<file path="src/rtl/fwg_pkg.sv">
package fwg_pkg;

  typedef enum logic [2:0] {
    K_OTHER = 3'd0,
    K_WEN   = 3'd1,
    K_WDIS  = 3'd2,
    K_PROG  = 3'd3,
    K_ERASE = 3'd4,
    K_REGWR = 3'd5
  } cmd_kind_e;

  localparam int BIT_HWEN  = 0;
  localparam int BIT_GUARD = 1;
  localparam int BIT_LOCK  = 2;
  localparam int SYNC_LEN  = 2;

  typedef struct packed {
    logic acc;
    logic rej;
    logic wel_set;
    logic wel_clr;
    logic reg_we;
  } verdict_t;

  function automatic logic is_gated(input logic [2:0] k);
    return (k >= 3'd1) && (k <= 3'd5);
  endfunction

endpackage

</file>
<file path="src/rtl/fwg_sync.sv">
module fwg_sync #(
  parameter int W = 2
) (
  input  logic         clk,
  input  logic         rst_n,
  input  logic [W-1:0] d,
  input  logic [W-1:0] rst_val,
  output logic [W-1:0] q
);
  import fwg_pkg::*;

  for (genvar i = 0; i < W; i++) begin : g_bit
    logic [SYNC_LEN-1:0] chain;
    always_ff @(posedge clk or negedge rst_n) begin
      if (!rst_n) chain <= {SYNC_LEN{rst_val[i]}};
      else        chain <= {chain[SYNC_LEN-2:0], d[i]};
    end
    assign q[i] = chain[SYNC_LEN-1];
  end

endmodule

</file>
<file path="src/rtl/fwg_holdoff.sv">
module fwg_holdoff #(
  parameter int HOLD_CYC = 16
) (
  input  logic clk,
  input  logic rst_n,
  input  logic pwr_ok,
  output logic ready
);
  localparam int CW = $clog2(HOLD_CYC + 2);
  localparam logic [CW-1:0] LIMIT = CW'(HOLD_CYC);

  logic [CW-1:0] cnt_q;

  always_ff @(posedge clk or negedge rst_n) begin
    if (!rst_n)             cnt_q <= '0;
    else if (!pwr_ok)       cnt_q <= '0;
    else if (cnt_q != LIMIT) cnt_q <= cnt_q + CW'(1);
  end

  assign ready = pwr_ok && (cnt_q == LIMIT);

  assert_hold_bound_R2: assert property (@(posedge clk) disable iff (!rst_n)
    cnt_q <= LIMIT);

  assert_hold_advance_R2: assert property (@(posedge clk) disable iff (!rst_n)
    (pwr_ok && !ready) |=> (cnt_q == $past(cnt_q) + CW'(1)));

  assert_hold_restart_R2: assert property (@(posedge clk) disable iff (!rst_n)
    !pwr_ok |=> (cnt_q == '0));

endmodule

</file>
<file path="src/rtl/fwg_decide.sv">
module fwg_decide (
  input  logic                 vld,
  input  logic [2:0]           kind,
  input  logic                 pwr_ok,
  input  logic                 ready,
  input  logic                 pin_hi,
  input  logic                 hw_en,
  input  logic                 guard,
  input  logic                 lock,
  input  logic                 wel,
  output fwg_pkg::verdict_t    v
);
  import fwg_pkg::*;

  logic hw_block, ok, fire;

  always_comb begin
    hw_block = hw_en && !pin_hi;
    unique case (kind)
      K_WEN, K_WDIS:   ok = !hw_block;
      K_PROG, K_ERASE: ok = !hw_block && wel;
      K_REGWR:         ok = !hw_block && !lock && !(guard && !pin_hi);
      default:         ok = 1'b0;
    endcase
    fire      = vld && pwr_ok && is_gated(kind);
    v.acc     = fire && ready && ok;
    v.rej     = fire && !(ready && ok);
    v.wel_set = v.acc && (kind == K_WEN);
    v.wel_clr = v.acc && (kind == K_WDIS);
    v.reg_we  = v.acc && (kind == K_REGWR);
  end

  always_comb begin
    assert_verdict_excl_R10: assert (!(v.acc && v.rej));
  end

endmodule

</file>
<file path="src/rtl/fwg_wel.sv">
module fwg_wel (
  input  logic clk,
  input  logic rst_n,
  input  logic pwr_ok,
  input  logic set,
  input  logic clr,
  input  logic done,
  output logic wel
);
  always_ff @(posedge clk or negedge rst_n) begin
    if (!rst_n)       wel <= 1'b0;
    else if (!pwr_ok) wel <= 1'b0;
    else if (set)     wel <= 1'b1;
    else if (clr || done) wel <= 1'b0;
  end

  assert_wel_off_unpowered_R1: assert property (@(posedge clk) disable iff (!rst_n)
    !pwr_ok |=> !wel);

  assert_wel_rise_cause_R3: assert property (@(posedge clk) disable iff (!rst_n)
    $rose(wel) |-> $past(set));

  assert_wel_done_clears_R5: assert property (@(posedge clk) disable iff (!rst_n)
    (done && !set) |=> !wel);

endmodule

</file>
<file path="src/rtl/fwg_preg.sv">
module fwg_preg #(
  parameter int PROT_W = 8
) (
  input  logic              clk,
  input  logic              rst_n,
  input  logic              pwr_ok,
  input  logic              we,
  input  logic [PROT_W-1:0] wdata,
  output logic [PROT_W-1:0] reg_q,
  output logic              hw_en,
  output logic              guard,
  output logic              lock
);
  import fwg_pkg::*;

  always_ff @(posedge clk or negedge rst_n) begin
    if (!rst_n)       reg_q <= '0;
    else if (!pwr_ok) reg_q <= '0;
    else if (we)      reg_q <= wdata;
  end

  assign hw_en = reg_q[BIT_HWEN];
  assign guard = reg_q[BIT_GUARD];
  assign lock  = reg_q[BIT_LOCK];

  assert_lock_holds_R9: assert property (@(posedge clk) disable iff (!rst_n)
    (lock && pwr_ok) |=> (!pwr_ok || $stable(reg_q)));

  assert_reg_clear_R1: assert property (@(posedge clk) disable iff (!rst_n)
    !pwr_ok |=> (reg_q == '0));

endmodule

</file>
<file path="src/rtl/flash_wr_guard.sv">
module flash_wr_guard #(
  parameter int HOLD_CYC = 1000,
  parameter int PROT_W   = 8
) (
  input  logic              clk,
  input  logic              rst_n,
  input  logic              pwr_good,
  input  logic              wp_n,
  input  logic              cmd_vld,
  input  logic [2:0]        cmd_kind,
  input  logic [PROT_W-1:0] reg_wdata,
  input  logic              op_done,
  output logic              cmd_acc,
  output logic              cmd_rej,
  output logic              wel,
  output logic              quad_ok,
  output logic              read_only,
  output logic [PROT_W-1:0] prot_q
);
  import fwg_pkg::*;

  logic [1:0] sync_q;
  logic       pwr_ok, pin_hi, ready;
  logic       hw_en, guard, lock;
  verdict_t   v;

  fwg_sync #(.W(2)) u_sync (
    .clk     (clk),
    .rst_n   (rst_n),
    .d       ({pwr_good, wp_n}),
    .rst_val (2'b01),
    .q       (sync_q)
  );
  assign pwr_ok = sync_q[1];
  assign pin_hi = sync_q[0];

  fwg_holdoff #(.HOLD_CYC(HOLD_CYC)) u_hold (
    .clk    (clk),
    .rst_n  (rst_n),
    .pwr_ok (pwr_ok),
    .ready  (ready)
  );

  fwg_decide u_dec (
    .vld    (cmd_vld),
    .kind   (cmd_kind),
    .pwr_ok (pwr_ok),
    .ready  (ready),
    .pin_hi (pin_hi),
    .hw_en  (hw_en),
    .guard  (guard),
    .lock   (lock),
    .wel    (wel),
    .v      (v)
  );

  fwg_wel u_wel (
    .clk    (clk),
    .rst_n  (rst_n),
    .pwr_ok (pwr_ok),
    .set    (v.wel_set),
    .clr    (v.wel_clr),
    .done   (op_done),
    .wel    (wel)
  );

  fwg_preg #(.PROT_W(PROT_W)) u_preg (
    .clk    (clk),
    .rst_n  (rst_n),
    .pwr_ok (pwr_ok),
    .we     (v.reg_we),
    .wdata  (reg_wdata),
    .reg_q  (prot_q),
    .hw_en  (hw_en),
    .guard  (guard),
    .lock   (lock)
  );

  always_ff @(posedge clk or negedge rst_n) begin
    if (!rst_n) begin
      cmd_acc <= 1'b0;
      cmd_rej <= 1'b0;
    end else begin
      cmd_acc <= v.acc;
      cmd_rej <= v.rej;
    end
  end

  assign read_only = hw_en && !pin_hi;
  assign quad_ok   = !hw_en;

  assert_pulse_after_strobe_R10: assert property (@(posedge clk) disable iff (!rst_n)
    (cmd_acc || cmd_rej) |-> $past(cmd_vld));

  assert_no_verdict_unpowered_R1: assert property (@(posedge clk) disable iff (!rst_n)
    !pwr_ok |=> !(cmd_acc || cmd_rej));

  assert_prog_needs_wel_R4: assert property (@(posedge clk) disable iff (!rst_n)
    (cmd_acc && ($past(cmd_kind) == K_PROG || $past(cmd_kind) == K_ERASE)) |-> $past(wel));

  assert_hw_block_rejects_R6: assert property (@(posedge clk) disable iff (!rst_n)
    (read_only && pwr_ok && cmd_vld && is_gated(cmd_kind)) |=> cmd_rej);

  assert_quad_off_when_ro_R7: assert property (@(posedge clk) disable iff (!rst_n)
    read_only |-> !quad_ok);

  assert_holdoff_rejects_R2: assert property (@(posedge clk) disable iff (!rst_n)
    (!ready && cmd_vld && pwr_ok && is_gated(cmd_kind)) |=> cmd_rej);

endmodule

</file>
<file path="config.mk">
export PLATFORM = sky130hd
export DESIGN_NAME = flash_wr_guard
export DESIGN_NICKNAME = d
export VERILOG_FILES = /design/src/rtl/fwg_pkg.sv /design/src/rtl/fwg_sync.sv /design/src/rtl/fwg_holdoff.sv /design/src/rtl/fwg_decide.sv /design/src/rtl/fwg_wel.sv /design/src/rtl/fwg_preg.sv /design/src/rtl/flash_wr_guard.sv
export SDC_FILE = /design/constraint.sdc
export NUM_CORES = 1
export LEC_CHECK = 0
export ABC_CLOCK_PERIOD_IN_PS = 5490
export BUFFER_PORTS_ARGS = -buffer_cell sky130_fd_sc_hd__buf_4
export CAP_MARGIN = 15
export CORE_ASPECT_RATIO = 1.5
export CORE_MARGIN = 4
export CORE_UTILIZATION = 55
export CTS_BUF_LIST = sky130_fd_sc_hd__clkbuf_4 sky130_fd_sc_hd__clkbuf_8 sky130_fd_sc_hd__clkbuf_16
export CTS_CLUSTER_DIAMETER = 30
export CTS_CLUSTER_SIZE = 12
export DETAILED_ROUTE_END_ITERATION = 7
export HOLD_SLACK_MARGIN = 0.15
export PLACE_DENSITY = 0.82
export SLEW_MARGIN = 20
export SYNTH_ARGS = -nofsm -noshare
export SYNTH_HDL_FRONTEND = slang
export SYNTH_SLANG_ARGS = --single-unit
</file>
<file path="constraint.sdc">
create_clock -name clk -period 5.49 [get_ports clk]
set_clock_uncertainty 0.15 [all_clocks]
set_input_delay 1.3725 -clock clk [delete_from_list [all_inputs] [get_ports clk]]
set_output_delay 1.3725 -clock clk [all_outputs]
set_load 0.005 [all_outputs]
</file>
======== After elaboration in Yosys (flattened, before gate mapping) ========
Cells that the tools add are included.
storage, ports and cells
  bits in registers ....................... 25
  bits of input ports ..................... 17
  output and inout port bits .............. 13
cells by class
  $add $sub $neg .......................... 1
  $lt $le $gt $ge ......................... 2
  eq/ne operators ......................... 10
  multiplexer cells ....................... 8
  reduce and logical (&&, ||, !) cells .... 25
operators by type and width
  operator               number
  $mux 10                2
  $logic_and 1x1->1      16
  $mux 8                 2
  $add 10x1->10 const B  1
  $eq 10x10->1 const B   1
  $ne 10x10->1 const B   1
  $eq 3x2->1 const B     2
  $eq 3x3->1 const B     2
  $logic_not 1->1        6
  $ne 2x1->1 const B     2
  $reduce_or 2->1        2
  $eq 3x1->1 const B     1
  $ge 3x1->1 const B     1
  $le 3x3->1 const B     1
  $mux 1                 3
  $ne 3x1->1 const B     1
  $pmux 1 s3             1
  $logic_or 1x1->1       1

======== Longest topological paths before layout ========
  depth after elaboration ................. 12
  gate-level depth with buffers ........... 8
  depth with buffers taken out ............ 7

======== Least setup slack after synthesis ========
Ideal clock, no wire load.
  path kind ............................... input to register
  start ................................... input cmd_kind[0]
  end ..................................... register u_preg.reg_q[0]
  setup time .............................. 124 ps
  arrival time ............................ 2361 ps
  data required time ...................... 5216 ps
  path slack .............................. 2855 ps
  stages on the path ...................... 5
  buffers on the path ..................... 0
  path through ............................ nor2b_1 > nand2_1 > or4_4 > o21ai_1 > a21oi_1
between the ends
  longest elaborated chain between the ends .. 7
RTL lines
  element                                          line                  text
  start: declaration                               flash_wr_guard.sv:10  input logic [2:0] cmd_kind,
  $ge 3x1->1 / $le 3x3->1 (equally long branches)  fwg_pkg.sv:26         return (k >= 3'd1) && (k <= 3'd5);
  $logic_and 1x1->1                                fwg_pkg.sv:26
  $logic_and 1x1->1                                fwg_decide.sv:25      fire = vld && pwr_ok && is_gated(kind);
  $logic_and 1x1->1 (2 in a row)                   fwg_decide.sv:26      v.acc = fire && ready && ok;
  $logic_and 1x1->1 *                              fwg_decide.sv:30      v.reg_we = v.acc && (kind == K_REGWR);
  $ne 2x1->1 (no source line) *                    --
  end signal: assignment                           fwg_preg.sv:19        else if (we) reg_q <= wdata;
  end: declaration                                 fwg_preg.sv:9         output logic [PROT_W-1:0] reg_q,
Every way passes the cells marked *; elsewhere a longest branch is shown, timed or not.
A chain may end at the register's enable or synchronous reset.

======== Final worst setup path ========
  start ................................... register u_preg.reg_q[0]
  end ..................................... output read_only
between the ends
  longest elaborated chain between the ends .. 1
RTL lines
  element            line                  text
  $logic_and 1x1->1  flash_wr_guard.sv:89  assign read_only = hw_en && !pin_hi;
  end: declaration   flash_wr_guard.sv:17  output logic read_only,
Every way passes these cells.

==> flow_summary.ini <==
[final_layout]
syn_to_final_growth_pct = 18.7
layout.nets = 168
fillers = 174
final_util_pct = 69.5
antenna_cells = 0
final_cell_count_no_fill = 170
drive_above_1_share_pct = 25.7

[die]
boundaryPins = 30
dieArea_um2 = 3040
die_w_um = 46.4
row_count = 20
die_h_um = 65.6
core_area_um2 = 2080
start_util_pct = 58.5

[placed_design]
hpwlAfterDp_mm = 1.93
place_inst = 166
port_buffers = 29
gp_congestion = 0.815

[timing]
slew_headroom_pct = 55.7
setup-tns-final_ps = 0
hold_viol = 0
worst_pin_slew_ps = 664
period_minus_slack_ps = 2810
setup_viol = 0
rsz0062_at_grt = no
fin_crit_sh_pct = 51.2
drv_slew = 0
fmaxAchievable_mhz = 356
hold_ws_ps = 216

[cts]
clkSinkCount = 25
cts_resized = 0
cts_buffer_depth = 2
cts_tree = built
cts_max_level = 1
postCtsHoldBufs = 0
cts.clk_slew.worst_paths_ps = 130
numCtsBuffers = 3
cts_root_buf = clkbuf_4
postCtsSetupRepairBufs = 0
clk-insertion-delay-late_ps = 310

[setup_path]
critPathCaptureType = output pin
required_ps = 3970
crit_arrival_ps = 1290
path_max_fanout = 5
start_kind = flip-flop
path_class = reg2out

[yosys]
ys.flop_type = dfrtp_1
ys_seq_area_share_pct = 51.7
post-synth-top-count-cell = dfrtp_1
synth_cell_types = 35
ys_top_cells_by_area = dfrtp_1, nand3_1, nor2_1
yosys_warnings = 0
synth_top_cell_area_share_pct = 47.4
synth_seq_cells = 25
ys_async_sr_fraction_pct = 100
syn_avg_cell_area_um2 = 10.0
synth_edf_count = 0
yosys-top-cells-count = dfrtp_1, nor2_1, nand3_1, a21oi_1, o21ai_1
syn_inst = 121
synth_nets = 140
syn_area_um2 = 1210
yosysTopAreaCell = dfrtp_1

[detailed_routing]
routed-wl-met2_mm = 1.35
drt-total-wl_mm = 2.51
dr_wl_met3_um = 150
vias_per_cell = 5.68
via_count = 965
highest_layer = met4
drtIter0Drc = 43
first_pass_iters = 4
routedLengthMet1_um = 972
drc = 0
ant_nets = 0
post_drt_wl_per_cell_um = 14.7

[grt]
grt_pass1_vias = 988
grtUsageTotal_pct = 18.3
overflow = 0
grt_pass1_wl_mm = 4.13
antenna_found_initial = 0
grt_max_degree = 26

[pwr]
powerDensity_nw_per_um2 = 208
p_leak_nw = 0.656
ir_drop_v = 0.000164

[hold_path]
hp-class = reg2reg

[flow_run]
max_cap_violations = 0

[status]
status = finished clean
[state kept, by name (all words and copies together) (netlist names)]
signal and count:
cmd_acc 1, cmd_rej 1, u_hold.cnt_q 10, u_preg.reg_q 8, u_sync.g_bit.chain 4, u_wel.wel 1
[final timing paths]
path,startpoint,endpoint,slack (ps),depth (start not counted)
max,u_preg.reg_q[0]$_DFFE_PN0P_,read_only,2680,3
min,u_sync.g_bit[1].chain[0]$_DFF_PN0_,u_sync.g_bit[1].chain[1]$_DFF_PN0_,220,0
max reg2reg,u_hold.cnt_q[0]$_DFFE_PN0P_,u_preg.reg_q[4]$_DFFE_PN0P_,2860,7
min reg2reg,u_sync.g_bit[1].chain[0]$_DFF_PN0_,u_sync.g_bit[1].chain[1]$_DFF_PN0_,220,0
max in group asynchronous,rst_n,u_sync.g_bit[0].chain[1]$_DFF_PN1_,4120,1
min in group asynchronous,rst_n,cmd_acc$_DFF_PN0_,780,1
[power breakdown]
group / leakage (nW) / internal [W] / total (W) / switching (W)
clock network: 0.0177 / 0.0000272 / 0.0000781 / 0.0000509
logic: 0.304 / 0.0000136 / 0.0000301 / 0.0000166
registers: 0.335 / 0.000188 / 0.000192 / 0.00000327
[cell type report]
| type | instances | area [um2] | share of cell area, % |
|---|---|---|---|
| Clock inverter | 1 | 5.00 | 0.347 |
| Sequential cell | 25 | 628 | 43.5 |
| Tap cell | 22 | 27.5 | 1.91 |
| Timing Repair Buffer | 29 | 218 | 15.1 |
| Clock buffer | 3 | 22.5 | 1.56 |
| Inverter | 4 | 15.0 | 1.04 |
| Multi-Input combinational cell | 86 | 527 | 36.5 |
[through the flow]
| step | worst slack, ps | power [W] | instance area (um2) |
|---|---|---|---|
| global placement | 2620 | 0.000224 | 1420 |
| CTS | 2670 | 0.000303 | 1440 |
| floorplan | 2860 | 0.000207 | 1210 |
| finish | 2680 | 0.000300 | 1440 |
| detailed placement | 2510 | 0.000226 | 1420 |
| global route | 2600 | 0.000314 | 1440 |
[worst max-delay path, stage by stage (launching register included)]
cell,delay [ps]
dfrtp_1,380
inv_1,60
nor2_1,350
buf_4,190
[metal layers]
metal / global-route usage (%) / vias to the layer above
met5: 0 / -
met4: 7.12 / 0
met3: 1.64 / 4
met2: 32.8 / 39
met1: 21.2 / 444
li1: - / 478
[cell families after synthesis]
| kind of cell | Yosys count | share of synthesized area (%) |
|---|---|---|
| buf+inv | 10 | 4.94 |
| fa+ha+maj | 2 | 2.06 |
| flops | 25 | 51.7 |
| simple gates | 50 | 22.3 |
| compound gates | 26 | 13.2 |
| xor+xnor | 8 | 5.77 |
[placed cells by master (no fill, tap or decap)]
cell type / instances
nor3_1: 1
o21ba_1: 1
nor4_4: 1
a211o_1: 1
xnor2_1: 3
xor2_1: 5
nor2_1: 16
o221ai_1: 1
dfrtp_1: 23
clkinv_1: 1
a21oi_1: 11
a2bb2oi_2: 1
or4_1: 1
o21ai_0: 1
nand3b_1: 1
and3_1: 1
ha_1: 2
buf_4: 29
clkinv_2: 1
o2bb2ai_1: 1
or3_1: 1
nor2b_1: 5
nand2b_1: 2
clkbuf_4: 3
or4_4: 1
nand2_1: 4
nand3_1: 12
inv_1: 3
o21ai_1: 7
nand4_1: 2
a21boi_1: 1
and4_1: 1
dfstp_2: 2
a31oi_1: 1
nor4_1: 1
No activity file was read; power rests on OpenSTA's default activity.
